## config.mk

```make
export PLATFORM = sky130hd
export DESIGN_NAME = ctlstk_unit
export DESIGN_NICKNAME = d
export VERILOG_FILES = /design/src/rtl/ctlstk_pkg.sv /design/src/rtl/cs_lifo.sv /design/src/rtl/cs_loop_ctl.sv /design/src/rtl/cs_cmd_arb.sv /design/src/rtl/ctlstk_unit.sv
export SDC_FILE = /design/constraint.sdc
export NUM_CORES = 1
export LEC_CHECK = 0
export CORE_ASPECT_RATIO = 1.5
export CORE_MARGIN = 8
export CORE_UTILIZATION = 30
export CTS_BUF_LIST = sky130_fd_sc_hd__clkbuf_8
export DETAILED_ROUTE_END_ITERATION = 10
export GPL_TIMING_DRIVEN = 0
export PLACE_DENSITY_LB_ADDON = 0.08
export REMOVE_ABC_BUFFERS = 1
export SLEW_MARGIN = 20
export SYNTH_ARGS = -nofsm -noshare
export SYNTH_HDL_FRONTEND = slang
export SYNTH_SLANG_ARGS = --single-unit
```

## constraint.sdc

```tcl
create_clock -name clk -period 7.2 [get_ports clk]
set_input_delay 1.44 -clock clk [delete_from_list [all_inputs] [get_ports clk]]
set_output_delay 1.44 -clock clk [all_outputs]
set_load 0.02 [all_outputs]
```

## src/rtl/ctlstk_pkg.sv

```systemverilog
package ctlstk_pkg;
  parameter int unsigned ADDR_W = 24;
  parameter int unsigned CNT_W  = 16;
  parameter int unsigned NFLAG  = 8;
  localparam int unsigned FSEL_W = $clog2(NFLAG);

  typedef logic [ADDR_W-1:0] addr_t;
  typedef logic [CNT_W-1:0]  count_t;

  // per-loop tag kept on the end-address stack
  typedef struct packed {
    logic              by_count;
    logic [FSEL_W-1:0] fsel;
    addr_t             end_addr;
  } loop_tag_t;

  typedef enum logic [2:0] {
    OP_NONE, OP_CALL, OP_RET, OP_LOOP, OP_ABORT
  } cmd_e;

  // loop terminates at its end address under this condition
  function automatic logic loop_done(loop_tag_t t, count_t c,
                                     logic [NFLAG-1:0] late_flags);
    if (t.by_count) return (c <= count_t'(1));
    return late_flags[t.fsel];
  endfunction

  function automatic count_t count_next(count_t c);
    return c - count_t'(1);
  endfunction
endpackage

```

## src/rtl/cs_lifo.sv

```systemverilog
module cs_lifo #(
  parameter int unsigned W     = 8,
  parameter int unsigned DEPTH = 4,
  localparam int unsigned LW   = $clog2(DEPTH + 1)
) (
  input  logic          clk,
  input  logic          rst_n,
  input  logic          push,
  input  logic          pop,
  input  logic          upd,
  input  logic [W-1:0]  wdata,
  input  logic [W-1:0]  udata,
  output logic [W-1:0]  top,
  output logic [LW-1:0] level,
  output logic          full,
  output logic          empty
);
  logic [W-1:0]  mem [DEPTH];
  logic [LW-1:0] top_idx;

  assign full    = (level == LW'(DEPTH));
  assign empty   = (level == '0);
  assign top_idx = level - LW'(1);
  assign top     = empty ? '0 : mem[top_idx];

  always_ff @(posedge clk or negedge rst_n) begin
    if (!rst_n)               level <= '0;
    else if (push && !full)   level <= level + LW'(1);
    else if (pop && !empty)   level <= level - LW'(1);
  end

  always_ff @(posedge clk) begin
    if (push && !full)                mem[level]   <= wdata;
    else if (upd && !pop && !empty)   mem[top_idx] <= udata;
  end
endmodule

```

## src/rtl/cs_loop_ctl.sv

```systemverilog
module cs_loop_ctl
  import ctlstk_pkg::*;
(
  input  logic             clk,
  input  logic             rst_n,
  input  logic             fetch_valid,
  input  addr_t            fetch_addr,
  input  logic [NFLAG-1:0] cond_flags,
  input  logic             have_loop,
  input  loop_tag_t        tag_top,
  input  count_t           cnt_top,
  input  addr_t            start_addr,
  output logic             jump_back,
  output logic             loop_exit,
  output addr_t            jump_target,
  output count_t           cnt_after
);
  logic [NFLAG-1:0] flags_d1, flags_d2;
  logic at_end, finish;

  // exit test sees flags from two cycles earlier
  always_ff @(posedge clk or negedge rst_n) begin
    if (!rst_n) begin
      flags_d1 <= '0;
      flags_d2 <= '0;
    end else begin
      flags_d1 <= cond_flags;
      flags_d2 <= flags_d1;
    end
  end

  assign at_end      = fetch_valid && have_loop && (fetch_addr == tag_top.end_addr);
  assign finish      = loop_done(tag_top, cnt_top, flags_d2);
  assign jump_back   = at_end && !finish;
  assign loop_exit   = at_end && finish;
  assign jump_target = start_addr;
  assign cnt_after   = count_next(cnt_top);
endmodule

```

## src/rtl/cs_cmd_arb.sv

```systemverilog
module cs_cmd_arb
  import ctlstk_pkg::*;
(
  input  logic busy,
  input  logic call_req,
  input  logic ret_req,
  input  logic loop_req,
  input  logic loop_abort,
  output cmd_e op
);
  always_comb begin
    op = OP_NONE;
    if (!busy) begin
      if (call_req)        op = OP_CALL;
      else if (ret_req)    op = OP_RET;
      else if (loop_req)   op = OP_LOOP;
      else if (loop_abort) op = OP_ABORT;
    end
  end
endmodule

```

## src/rtl/ctlstk_unit.sv

```systemverilog
module ctlstk_unit
  import ctlstk_pkg::*;
#(
  parameter int unsigned RET_DEPTH  = 30,
  parameter int unsigned WARN_LEVEL = 29,
  parameter int unsigned LOOP_DEPTH = 6,
  localparam int unsigned RDW = $clog2(RET_DEPTH + 1),
  localparam int unsigned LDW = $clog2(LOOP_DEPTH + 1)
) (
  input  logic              clk,
  input  logic              rst_n,
  input  logic              call_req,
  input  logic [ADDR_W-1:0] call_addr,
  input  logic              ret_req,
  input  logic              loop_req,
  input  logic [ADDR_W-1:0] loop_start,
  input  logic [ADDR_W-1:0] loop_end,
  input  logic [CNT_W-1:0]  loop_count,
  input  logic              loop_by_count,
  input  logic [FSEL_W-1:0] loop_flag_sel,
  input  logic              loop_abort,
  input  logic              fetch_valid,
  input  logic [ADDR_W-1:0] fetch_addr,
  input  logic [NFLAG-1:0]  cond_flags,
  input  logic              clear_sticky,
  output logic              jump_back,
  output logic [ADDR_W-1:0] jump_target,
  output logic              loop_exit,
  output logic [ADDR_W-1:0] ret_top,
  output logic [RDW-1:0]    ret_depth,
  output logic [CNT_W-1:0]  cnt_top,
  output logic [ADDR_W-1:0] end_top,
  output logic [LDW-1:0]    loop_depth,
  output logic              stack_warn_irq,
  output logic              ret_overflow,
  output logic              ret_underflow,
  output logic              loop_overflow,
  output logic              loop_underflow
);
  localparam int unsigned TAG_W = $bits(loop_tag_t);

  cmd_e      op;
  logic      busy;
  logic      ret_full, ret_empty, ret_push, ret_pop;
  addr_t     ret_wdata;
  logic      cnt_full, cnt_empty, tag_full, tag_empty;
  logic      lp_full, lp_empty, lp_push, lp_pop, cnt_upd, loop_ok;
  logic [LDW-1:0] lvl_cnt, lvl_tag;
  loop_tag_t tag_top, tag_new;
  count_t    cnt_after;
  // named events for the checker
  logic      ev_ret_ovf, ev_ret_unf, ev_lp_ovf, ev_lp_unf;

  assign busy = jump_back | loop_exit;

  cs_cmd_arb u_arb (
    .busy(busy), .call_req(call_req), .ret_req(ret_req),
    .loop_req(loop_req), .loop_abort(loop_abort), .op(op)
  );

  assign lp_full   = cnt_full | tag_full;
  assign lp_empty  = cnt_empty | tag_empty;
  assign loop_ok   = (op == OP_LOOP) && !ret_full && !lp_full;
  assign ret_push  = ((op == OP_CALL) && !ret_full) || loop_ok;
  assign ret_wdata = (op == OP_CALL) ? call_addr : loop_start;
  assign ret_pop   = (op == OP_RET) || loop_exit;
  assign lp_push   = loop_ok;
  assign lp_pop    = (op == OP_ABORT) || loop_exit;
  assign cnt_upd   = jump_back && tag_top.by_count;
  assign tag_new   = '{by_count: loop_by_count, fsel: loop_flag_sel, end_addr: loop_end};

  assign ev_ret_ovf = ((op == OP_CALL) || (op == OP_LOOP)) && ret_full;
  assign ev_ret_unf = ret_pop && ret_empty;
  assign ev_lp_ovf  = (op == OP_LOOP) && lp_full;
  assign ev_lp_unf  = (op == OP_ABORT) && lp_empty;

  cs_lifo #(.W(ADDR_W), .DEPTH(RET_DEPTH)) u_ret (
    .clk(clk), .rst_n(rst_n), .push(ret_push), .pop(ret_pop), .upd(1'b0),
    .wdata(ret_wdata), .udata('0), .top(ret_top), .level(ret_depth),
    .full(ret_full), .empty(ret_empty)
  );

  cs_lifo #(.W(CNT_W), .DEPTH(LOOP_DEPTH)) u_cnt (
    .clk(clk), .rst_n(rst_n), .push(lp_push), .pop(lp_pop), .upd(cnt_upd),
    .wdata(loop_count), .udata(cnt_after), .top(cnt_top), .level(lvl_cnt),
    .full(cnt_full), .empty(cnt_empty)
  );

  cs_lifo #(.W(TAG_W), .DEPTH(LOOP_DEPTH)) u_tag (
    .clk(clk), .rst_n(rst_n), .push(lp_push), .pop(lp_pop), .upd(1'b0),
    .wdata(tag_new), .udata('0), .top(tag_top), .level(lvl_tag),
    .full(tag_full), .empty(tag_empty)
  );

  cs_loop_ctl u_loop (
    .clk(clk), .rst_n(rst_n), .fetch_valid(fetch_valid), .fetch_addr(fetch_addr),
    .cond_flags(cond_flags), .have_loop(!lp_empty), .tag_top(tag_top),
    .cnt_top(cnt_top), .start_addr(ret_top), .jump_back(jump_back),
    .loop_exit(loop_exit), .jump_target(jump_target), .cnt_after(cnt_after)
  );

  assign loop_depth     = lvl_cnt;
  assign end_top        = tag_top.end_addr;
  assign stack_warn_irq = (ret_depth >= RDW'(WARN_LEVEL));

  always_ff @(posedge clk or negedge rst_n) begin
    if (!rst_n) begin
      ret_overflow   <= 1'b0;
      ret_underflow  <= 1'b0;
      loop_overflow  <= 1'b0;
      loop_underflow <= 1'b0;
    end else begin
      ret_overflow   <= (ret_overflow   & ~clear_sticky) | ev_ret_ovf;
      ret_underflow  <= (ret_underflow  & ~clear_sticky) | ev_ret_unf;
      loop_overflow  <= (loop_overflow  & ~clear_sticky) | ev_lp_ovf;
      loop_underflow <= (loop_underflow & ~clear_sticky) | ev_lp_unf;
    end
  end
endmodule

```

# ---- After elaboration in Yosys (flattened, before gate mapping)
# Memories as Yosys holds them, arrays and structs flattened.
# Index checks and enable logic that the tools add are counted.
# Widths: inputs -> output; s select.
dict set report totals {
  reg_bits 31
  ramBits 984
  in_bits 132
  output_inout_bits 103
  elab_cells 115
  n_memories 3
}
dict set report classes {
  n_addsub 7
  n_lt_le_gt_ge 3
  n_eq_ne 8
  mux 32
  bitwise_logic 12
  reduce_logical 41
}
# name depth word_bits read_ports rd_ports_with_merged_regs write_ports line_no
set mem_list {}
lappend mem_list {u_ret.mem 30 24 1 0 1 cs_lifo.sv:18} ;# logic [W-1:0] mem [DEPTH];
lappend mem_list {u_tag.mem 6 28 1 0 1 cs_lifo.sv:18}
lappend mem_list {u_cnt.mem 6 16 1 0 1 cs_lifo.sv:18}
# operator n
set ops {}
lappend ops {{$mux 24} 2}
lappend ops {{$mux 16} 2}
lappend ops {{$mux 3} 10}
lappend ops {{$mux 28} 1}
lappend ops {{$eq 24x24->1} 1}
lappend ops {{$logic_and 1x1->1} 20}
lappend ops {{$le 16x1->1 const B} 1}
lappend ops {{$reduce_or 16->1} 1}
lappend ops {{$sub 16x1->16 const B} 1}
lappend ops {{$mux 1} 14}
lappend ops {{$logic_not 1->1} 10}
lappend ops {{$mux 5} 2}
lappend ops {{$eq 3x3->1 const B} 3}
lappend ops {{$or 1x1->1} 7}
lappend ops {{$add 3x1->3 const B} 2}
lappend ops {{$eq 3x2->1 const B} 2}
lappend ops {{$logic_not 3->1} 2}
lappend ops {{$reduce_bool 2->1} 3}
lappend ops {{$sub 3x1->3 const B} 2}
lappend ops {{$add 5x1->5 const B} 1}
lappend ops {{$eq 5x5->1 const B} 1}
lappend ops {{$ge 5x5->1 const B} 1}
lappend ops {{$logic_not 5->1} 1}
lappend ops {{$sub 5x1->5 const B} 1}
lappend ops {{other kinds (6)} 12}

# ---- Longest topological paths before layout
# Gate-level depths: netlist of run 1.
# An unclocked memory read counts as a cell.
dict set report depth {
  depth_word 20
  ltp_mapped 21
  depth_no_buf 14
}

# ---- By module
# A second synthesis of run 1 with hierarchy kept.
dict set report unflattened {
  hier_cells 2230
  area_unflattened_um2 42296.8
}
# module instances cells_per_inst area_per_inst_um2 seq_area_each_um2
set by_module_without_submodules {}
lappend by_module_without_submodules {{cs_lifo (u_ret)} 1 1382 28746.3 21745.9}
lappend by_module_without_submodules {{cs_lifo (u_tag)} 1 384 7293.2 5119.9}
lappend by_module_without_submodules {{cs_lifo (u_cnt)} 1 279 4441.8 2957.8}
lappend by_module_without_submodules {cs_loop_ctl 1 126 1222.4 400.4}
lappend by_module_without_submodules {ctlstk_unit 1 52 559.3 100.1}
lappend by_module_without_submodules {cs_cmd_arb 1 7 33.8 0.0}

# ---- Worst setup path after synthesis of run 1
# Ideal clock, no wire load.
dict set report synth_timing {
  kind {reg2out}
  from {reg u_ret.level[0]}
  to {out ret_top[10]}
  t_arrival_ns 4.640
  t_required_ns 5.760
  slack_ns 1.120
  stages_incl_launch_ff 14
  n_path_buf 7
  cell_sequence {dfrtp_1 clkbuf_1 clkbuf_1 buf_1 clkbuf_1 inv_1 ha_1 xnor2_1 buf_1 buf_1 mux4_2 nor2_1 nor3_1 buf_4}
}
dict set report synth_via {
  elab_chain_cells 3
  word_cells_on_any_way 4
  cone_classes {add/sub (1); mux (1); reduce/logical (1); memory (1)}
}
# item line_no
set synth_lines {}
lappend synth_lines {{start, declared} cs_lifo.sv:14} ;# output logic [LW-1:0] level,
lappend synth_lines {{start signal, assigned} cs_lifo.sv:28} ;# else if (push && !full) level <= level + LW'(1);
lappend synth_lines {{start signal, assigned} cs_lifo.sv:29} ;# else if (pop && !empty) level <= level - LW'(1);
lappend synth_lines {{$sub 5x1->5} cs_lifo.sv:23} ;# assign top_idx = level - LW'(1);
lappend synth_lines {{$mem_v2 30x24} n/a}
lappend synth_lines {{$mux 24 *} cs_lifo.sv:24} ;# assign top = empty ? '0 : mem[top_idx];
lappend synth_lines {{end, declared} ctlstk_unit.sv:29} ;# output logic [ADDR_W-1:0] ret_top,
# Every way passes the cells marked *; elsewhere a longest branch is shown, timed or not.

# ---- Final worst setup path of run 1
dict set report layout_timing {
  from {reg u_tag.level[0]}
  to {out jump_back}
}
dict set report layout_via {
  elab_chain_cells 8
  word_cells_on_any_way 15
  cone_classes {add/sub (1); eq/ne (1); mux (5); bitwise (1); reduce/logical (6); memory (1)}
}
# item line_no
set layout_lines {}
lappend layout_lines {{start, declared} cs_lifo.sv:14}
lappend layout_lines {{start signal, assigned} cs_lifo.sv:28}
lappend layout_lines {{start signal, assigned} cs_lifo.sv:29}
lappend layout_lines {{$sub 3x1->3} cs_lifo.sv:23}
lappend layout_lines {{$mem_v2 6x28} n/a}
lappend layout_lines {{$mux 28} cs_lifo.sv:24}
lappend layout_lines {{$bmux 1 s3} ctlstk_pkg.sv:25} ;# return late_flags[t.fsel];
lappend layout_lines {{$mux 1 (not written as such)} ctlstk_pkg.sv:25}
lappend layout_lines {{$mux 1} ctlstk_pkg.sv:25}
lappend layout_lines {{$logic_not 1->1} cs_loop_ctl.sv:34} ;# assign jump_back = at_end && !finish;
lappend layout_lines {{$logic_and 1x1->1 *} cs_loop_ctl.sv:34}
lappend layout_lines {{end, declared} ctlstk_unit.sv:26} ;# output logic jump_back,
# Every way passes the cells marked *; elsewhere a longest branch is shown, timed or not. The select of a mux whose other input is x is not followed.

==> metrics.txt, run 1 <==
hold path startpoint=u_loop.flags_d1[2]; Die ar.=151,000 um^2; cts hold-fix bufs=0; count leader, synth=edfxtp_1; synth top area cells=edfxtp_1, mux4_2, dfrtp_1, mux2_2, mux2i_1; Reg-to-Reg Start=u_tag.level[0]; syn_area_per_cell=19.45 um^2; Sw Share=0.3793; drt pass-1 iters=5; nets@finish=2,678; number of synthesized flops with an enable pin=984; dpl ws=-992.3 ps; final setup vio count=0; Most used DFF post-synth=edfxtp_1; proportion of synthesized flip-flops having asynchronous set or reset=0.03054; Comb pwr share=0.506; Synth Area in XOR/XNOR=0.005629; Initial DRC Count=1,465; antenna violations before repair=6; Final Util=0.3696; layout cells sized above 1=0.2704; synthesized area=41,560 um^2; WL met1=47.58 mm; post-synthesis compound-gate area fraction=0.02815; post-route ant nets=0; Int Power=14,830 uW; CP Class=reg -> out; top-area cell type share of the netlist area=0.7109; IO Pins=235; Crit path max-delay family=buffers and inverters; worst reg-to-reg setup slack=690 ps; Wirelength per Cell=26.42 um; CTS tree=yes; Rel. slew slack=0.2165; Placer Congestion=0.8438; largest net degree at the start of global routing=42; Port Buffer Count=234; crit path max fanout=29; hold_ws=346.7 ps; Most common cell on crit path=buf_16; setup_tns=0 ps; cell row count=167; crit path time final=6783 ps; period utilization=0.9421; Worst-Margin Slew=1172 ps; Final Hold Fails=0; worst path arrival time=5340 ps; placed inst area=47,750 um^2; Initial Utilization=0.3014; Syn Inst Count=2,137; launch point of the critical path=u_tag.level[0]; TritonCTS Buffers=163; Slew Viols, Final=0; status=completed; first-pass GRT wire length=170.0 mm; worst hold stages=0; vias per std cell=4.950; grt ovf=0; CP peak stage delay=620 ps; die width=319.9 um; Max Clk Rate=0.1474 GHz; hold endpoint=u_loop.flags_d2[2]; CP Capture Type=output port; Final WS setup=417.0 ps; Clock power frac=0.195; Min-Delay Path Class=reg -> reg; largest family of logic cells by synthesized area=multiplexers; hpwl dp=77.38 mm; vias post-DR=21,932; register area share after synthesis=0.7296; CTS Sinks=1,015; DRC viols=0; Longest Clk Path Bufs=3; PwrDens=468.6 nW/um^2; DR WL met3=5.487 mm; Netlist cell types=79; Critical Path RT=5760 ps; Post-Synth Adder-Cell Area=0.004515; startpoint types=flip-flop; worst path bufs/invs=6; post-synthesis mux area share=0.1667; CP Cell Sequence=clkinv_4, ha_1, xor2_4, buf_16, buf_16, a21oi_1, o21ai_1, a2111oi_2, nand4_1, or4_4, nor4_4, buf_4, inv_1, nor2_1, clkdlybuf4s50_1; leading area contributor after synthesis=edfxtp_1; Maximum Capacitance Violations=0; Yosys warnings=0; NetSw=9061 uW; clk_lat worst skew=840 ps; Final Cell Area=50,980 um^2; unrepaired setup endpoints after global routing=false; sequential share of power=0.299; final setup skew=36.09 ps; R2R depth=16; All-Layer GR Usage=0.1536; R2R Path End=u_ret.mem[13][18]; CORE AREA=137,900 um^2; Syn-to-layout area delta=22.64%; post-synthesis register bit count=1,015; H-tree Lvls=4; Detailed Route WL=117.1 mm; Die Y=471.9 um; P_leak=0.01645 uW; Max VDD drop=0.2848 mV; Post-synth top cells=edfxtp_1, mux4_2, nor2_1, nor3_1, nand2_1; Post-Synth Simple-Gate Area=0.04515; metal2 WL=61.48 mm; Root Buffer=clkbuf_8; via count of the first global-routing pass=24,343; crit path max-delay cell type=clkdlybuf4s50_1; CTS clk-pin slew, worst paths=60 ps; Top Metal Used=met5
==> through the flow <==
stage          cells  power, uW
2_1_floorplan   2001      14760
3_3_place_gp    4009      17650
3_5_place_dp    4122      19420
4_1_cts         4421      24330
5_1_grt         4430      25170
6_report        4431      23890
==> layout make-up <==
type	instances	area [um^2]
Antenna cell	2	5.005
Clock buffer	171	2354
Clock inverter	118	639.4
Fill cell	12852	86930
Inverter	36	140.1
Multi-Input combinational cell	950	10930
Sequential cell	1015	30340
Tap cell	1774	2220
Timing Repair Buffer	365	4355
==> worst max-delay path by stage <==
stage	endpoint	slack, ps	cells after the start
floorplan	jump_target[22]	-8310	6
global placement	jump_target[20]	-18020	7
detailed placement	u_ret.mem[4][5]	-990	12
CTS	loop_exit	60	12
global route	jump_back	50	15
finish	jump_back	420	15
==> cell families after synthesis <==
logic type / after synthesis
AND/OR/NAND/NOR: 378
AO/OA/AOI/OAI: 158
buffers and inverters: 172
multiplexers: 374
flip-flops: 1015
XOR/XNOR: 25
adder cells (fa/ha/maj): 15
==> sequential cells by signal (all words and copies together) (netlist names), 3 cells and up <==
register,flops
u_cnt.mem,96
u_loop.flags_d2,8
u_loop.flags_d1,8
u_tag.level,3
u_tag.mem,168
u_ret.mem,720
u_ret.level,5
u_cnt.level,3
==> routing by layer <==
| metal | GRT usage | vias to the layer above |
|---|---|---|
| met1 | 0.1848 | 11571 |
| met2 | 0.2754 | 587 |
| li1 | - | 9583 |
| met5 | 0 | - |
| met3 | 0.03530 | 183 |
| met4 | 0.04090 | 8 |
==> power groups by stage <==
| stage | combinational [uW] | clock [uW] | sequential, uW |
|---|---|---|---|
| global route | 12900 | 5060 | 7190 |
| floorplan | 7250 | 0 | 7510 |
| finish | 12100 | 4650 | 7150 |
| global placement | 10100 | 0 | 7580 |
| CTS | 12300 | 4840 | 7160 |
| detailed placement | 12100 | 0 | 7360 |
==> repair_timing <==
action / in CTS / in global routing
hold endpoints to repair: 0 / 0
resized for setup: 6 / 1
buffers inserted: 10 / 8
gates cloned: 0 / 0
setup endpoints to repair: 1743 / 4
pin swaps: 2 / 1
==> cells in the final DEF (no fill, tap or decap), types with 19 or more instances in the layout <==
master           netlist  final
clkdlybuf4s50_1        0    233
buf_16                 0     30
clkbuf_8               0    171
nor3_1                67     57
mux4_2               247    247
inv_1                 34     84
o21ai_0               29     29
edfxtp_1             984    984
nand2_1               62     61
buf_4                 40     47
clkinv_1               1     41
mux2i_1               50     50
buf_6                  4     23
mux2_2                61     64
buf_12                 0     23
dfrtp_1               31     28
nor2_1               125    100
nor2_4                 0     25
a211oi_1              20     19
Note: power is estimated with default switching activity, not from simulation.
==> run 2: changes to the inputs <==
ABC_AREA = 1   (was default)
==> run 2 against run 1 <==
Global-route usage rose by 2.3 points. Clock power fell by 3%. Routed wire length rose by 21%. Clock-buffer cell count did not move. Power rose by 9.7%. Critical path type unchanged. Largest cell class unchanged. Largest power group unchanged.
==> metrics.txt, run 2 <==
via count of the first global-routing pass=29,791; Reg-to-Reg Start=u_tag.level[0]; CORE AREA=142,500 um^2; Clock power frac=0.173; R2R Path End=u_ret.mem[18][18]; CTS Sinks=1,015; crit path max fanout=53; top-area cell type share of the netlist area=0.6890; hold_ws=337.7 ps; CTS tree=yes; synthesized area=42,880 um^2; crit path time final=6856 ps; CP endpoint=jump_target[3]; Longest Clk Path Bufs=3; largest net degree at the start of global routing=89; Final Cell Area=53,010 um^2; R2R depth=20; Initial DRC Count=1,827; post-route ant nets=0; DRC viols=0; grt ovf=0; die width=324.7 um; Maximum Capacitance Violations=0; synth top area cells=edfxtp_1, nand2_1, a21oi_1, nor2_1, nand3_1; CTS clk-pin slew, worst paths=60 ps; All-Layer GR Usage=0.1763; Min-Delay Path Class=reg -> reg; Int Power=14,300 uW; Post-synth top cells=edfxtp_1, nand2_1, a21oi_1, nor2_1, nand3_1; most frequent cells in the layout=edfxtp_1, nand2_1, a21oi_1; startpoint types=flip-flop; layout cells sized above 1=0.1160; worst path arrival time=5420 ps; hpwl dp=88.21 mm; worst hold stages=0; cts hold-fix bufs=0; launch point of the critical path=u_ret.level[0]; clk_lat worst skew=860 ps; Most used DFF post-synth=edfxtp_1; antenna violations before repair=10; commonest non-fill, non-tap cell in the layout=edfxtp_1; vias per std cell=4.936; final setup vio count=0; status=completed; Worst-Margin Slew=1136 ps; Initial Utilization=0.3009; count leader, synth=edfxtp_1; H-tree Lvls=4; Non-Filler Instances=5,943; dpl ws=-345.8 ps; nets@finish=4,078; Syn Inst Count=3,638; drt pass-1 iters=7; NetSw=11,900 uW; max reg flops=720; cell row count=170; Port Buffer Count=234; Placer Congestion=0.8211; CP Class=reg -> out; Slew Viols, Final=0; P_leak=0.01880 uW; Max VDD drop=0.4503 mV; unrepaired setup endpoints after global routing=false; sequential share of power=0.273; leading area contributor after synthesis=edfxtp_1; Rel. slew slack=0.2429; Final WS setup=344.2 ps; period utilization=0.9522; Max Clk Rate=0.1459 GHz; Root Buffer=clkbuf_8; worst reg-to-reg setup slack=1180 ps; Detailed Route WL=141.2 mm; post-synthesis register bit count=1,015; number of synthesized flops with an enable pin=984; proportion of synthesized flip-flops having asynchronous set or reset=0.03054; Critical Path RT=5760 ps; register area share after synthesis=0.7071; Die Y=479.1 um; placed inst area=49,660 um^2; Die ar.=155,500 um^2; Comb pwr share=0.554; Sw Share=0.4541; final setup skew=34.46 ps; vias post-DR=29,336; Final Hold Fails=0; syn_area_per_cell=11.79 um^2; fill cell count=13,990; Syn-to-layout area delta=23.60%; CP Capture Type=output port; Wirelength per Cell=23.76 um; placed cells=5,635; Yosys warnings=0; IO Pins=235; Netlist cell types=53; biggest regs=u_ret.mem x720, u_tag.mem x168, u_cnt.mem x96; Largest Register=u_ret.mem; first-pass GRT wire length=204.2 mm; TritonCTS Buffers=166; PwrDens=494.3 nW/um^2
run 2: how the worst min path moves through the flow:
stage | start | to | slack [ps]
2_1_floorplan | u_loop.flags_d1[0] | u_loop.flags_d2[0] | 330
4_1_cts | rst_n | u_loop.flags_d2[6] | 270
6_report | u_loop.flags_d1[6] | u_loop.flags_d2[6] | 340
3_3_place_gp | u_loop.flags_d1[3] | u_loop.flags_d2[3] | 330
5_1_grt | rst_n | u_loop.flags_d2[0] | 320
3_5_place_dp | u_loop.flags_d1[3] | u_loop.flags_d2[3] | 330
run 2: area by class of cell:
| type | instances | area (um^2) | share of cell area |
|---|---|---|---|
| Antenna cell | 7 | 17.52 | 0.0003305 |
| Clock buffer | 171 | 2354 | 0.04440 |
| Timing Repair Buffer | 364 | 5189 | 0.09789 |
| Tap cell | 1892 | 2367 | 0.04466 |
| Clock inverter | 110 | 501.7 | 0.009466 |
| Sequential cell | 1015 | 30340 | 0.5723 |
| Inverter | 157 | 651.9 | 0.01230 |
| Multi-Input combinational cell | 2227 | 11590 | 0.2187 |
run 2: cell families after synthesis:
group,after synthesis,synth area share
AND/OR/NAND/NOR,1511,0.1431
buffers and inverters,396,0.04117
XOR/XNOR,19,0.004318
flip-flops,1015,0.7071
AO/OA/AOI/OAI,682,0.09996
adder cells (fa/ha/maj),15,0.004376
run 2: what timing repair did:
action / CTS / global route
resized for setup: 34 / 9
buffers inserted: 11 / 6
cloned: 3 / 0
endpoints found under the setup margin: 51 / 27
pin swaps: 7 / 5
run 2: routing by layer:
metal | global-route usage | up-vias | wire [um]
li1 | - | 13647 | -
met1 | 0.2117 | 14580 | 58540
met2 | 0.3063 | 829 | 69870
met3 | 0.03989 | 274 | 7584
met4 | 0.06893 | 6 | 5179
met5 | 0 | - | 38
run 2: per-stage QoR:
stage / power [uW] / utilization / TNS, ps
finish: 26200 / 0.3719 / 0
global route: 27920 / 0.3718 / 0
CTS: 26540 / 0.3710 / 0
detailed placement: 21330 / 0.3485 / -1233
global placement: 19090 / 0.3257 / -
floorplan: 14970 / - / -
run 2: power groups by stage:
stage	Sequential (uW)	Combinational (uW)	Clock, uW
2_1_floorplan	7480	7500	0
3_3_place_gp	7630	11500	0
3_5_place_dp	7350	14000	0
4_1_cts	7190	14600	4730
5_1_grt	7190	15800	4960
6_report	7150	14500	4530
run 2: worst max-delay path, stage by stage, from the launching register on:
cell             delay [ps]
dfrtp_4                 510
buf_16                  210
buf_16                  230
inv_16                  230
buf_16                  260
nand3_1                 200
xor2_4                  670
buf_16                  240
inv_2                   140
buf_12                  190
o311ai_0                750
a21oi_2                 230
clkdlybuf4s50_1         610
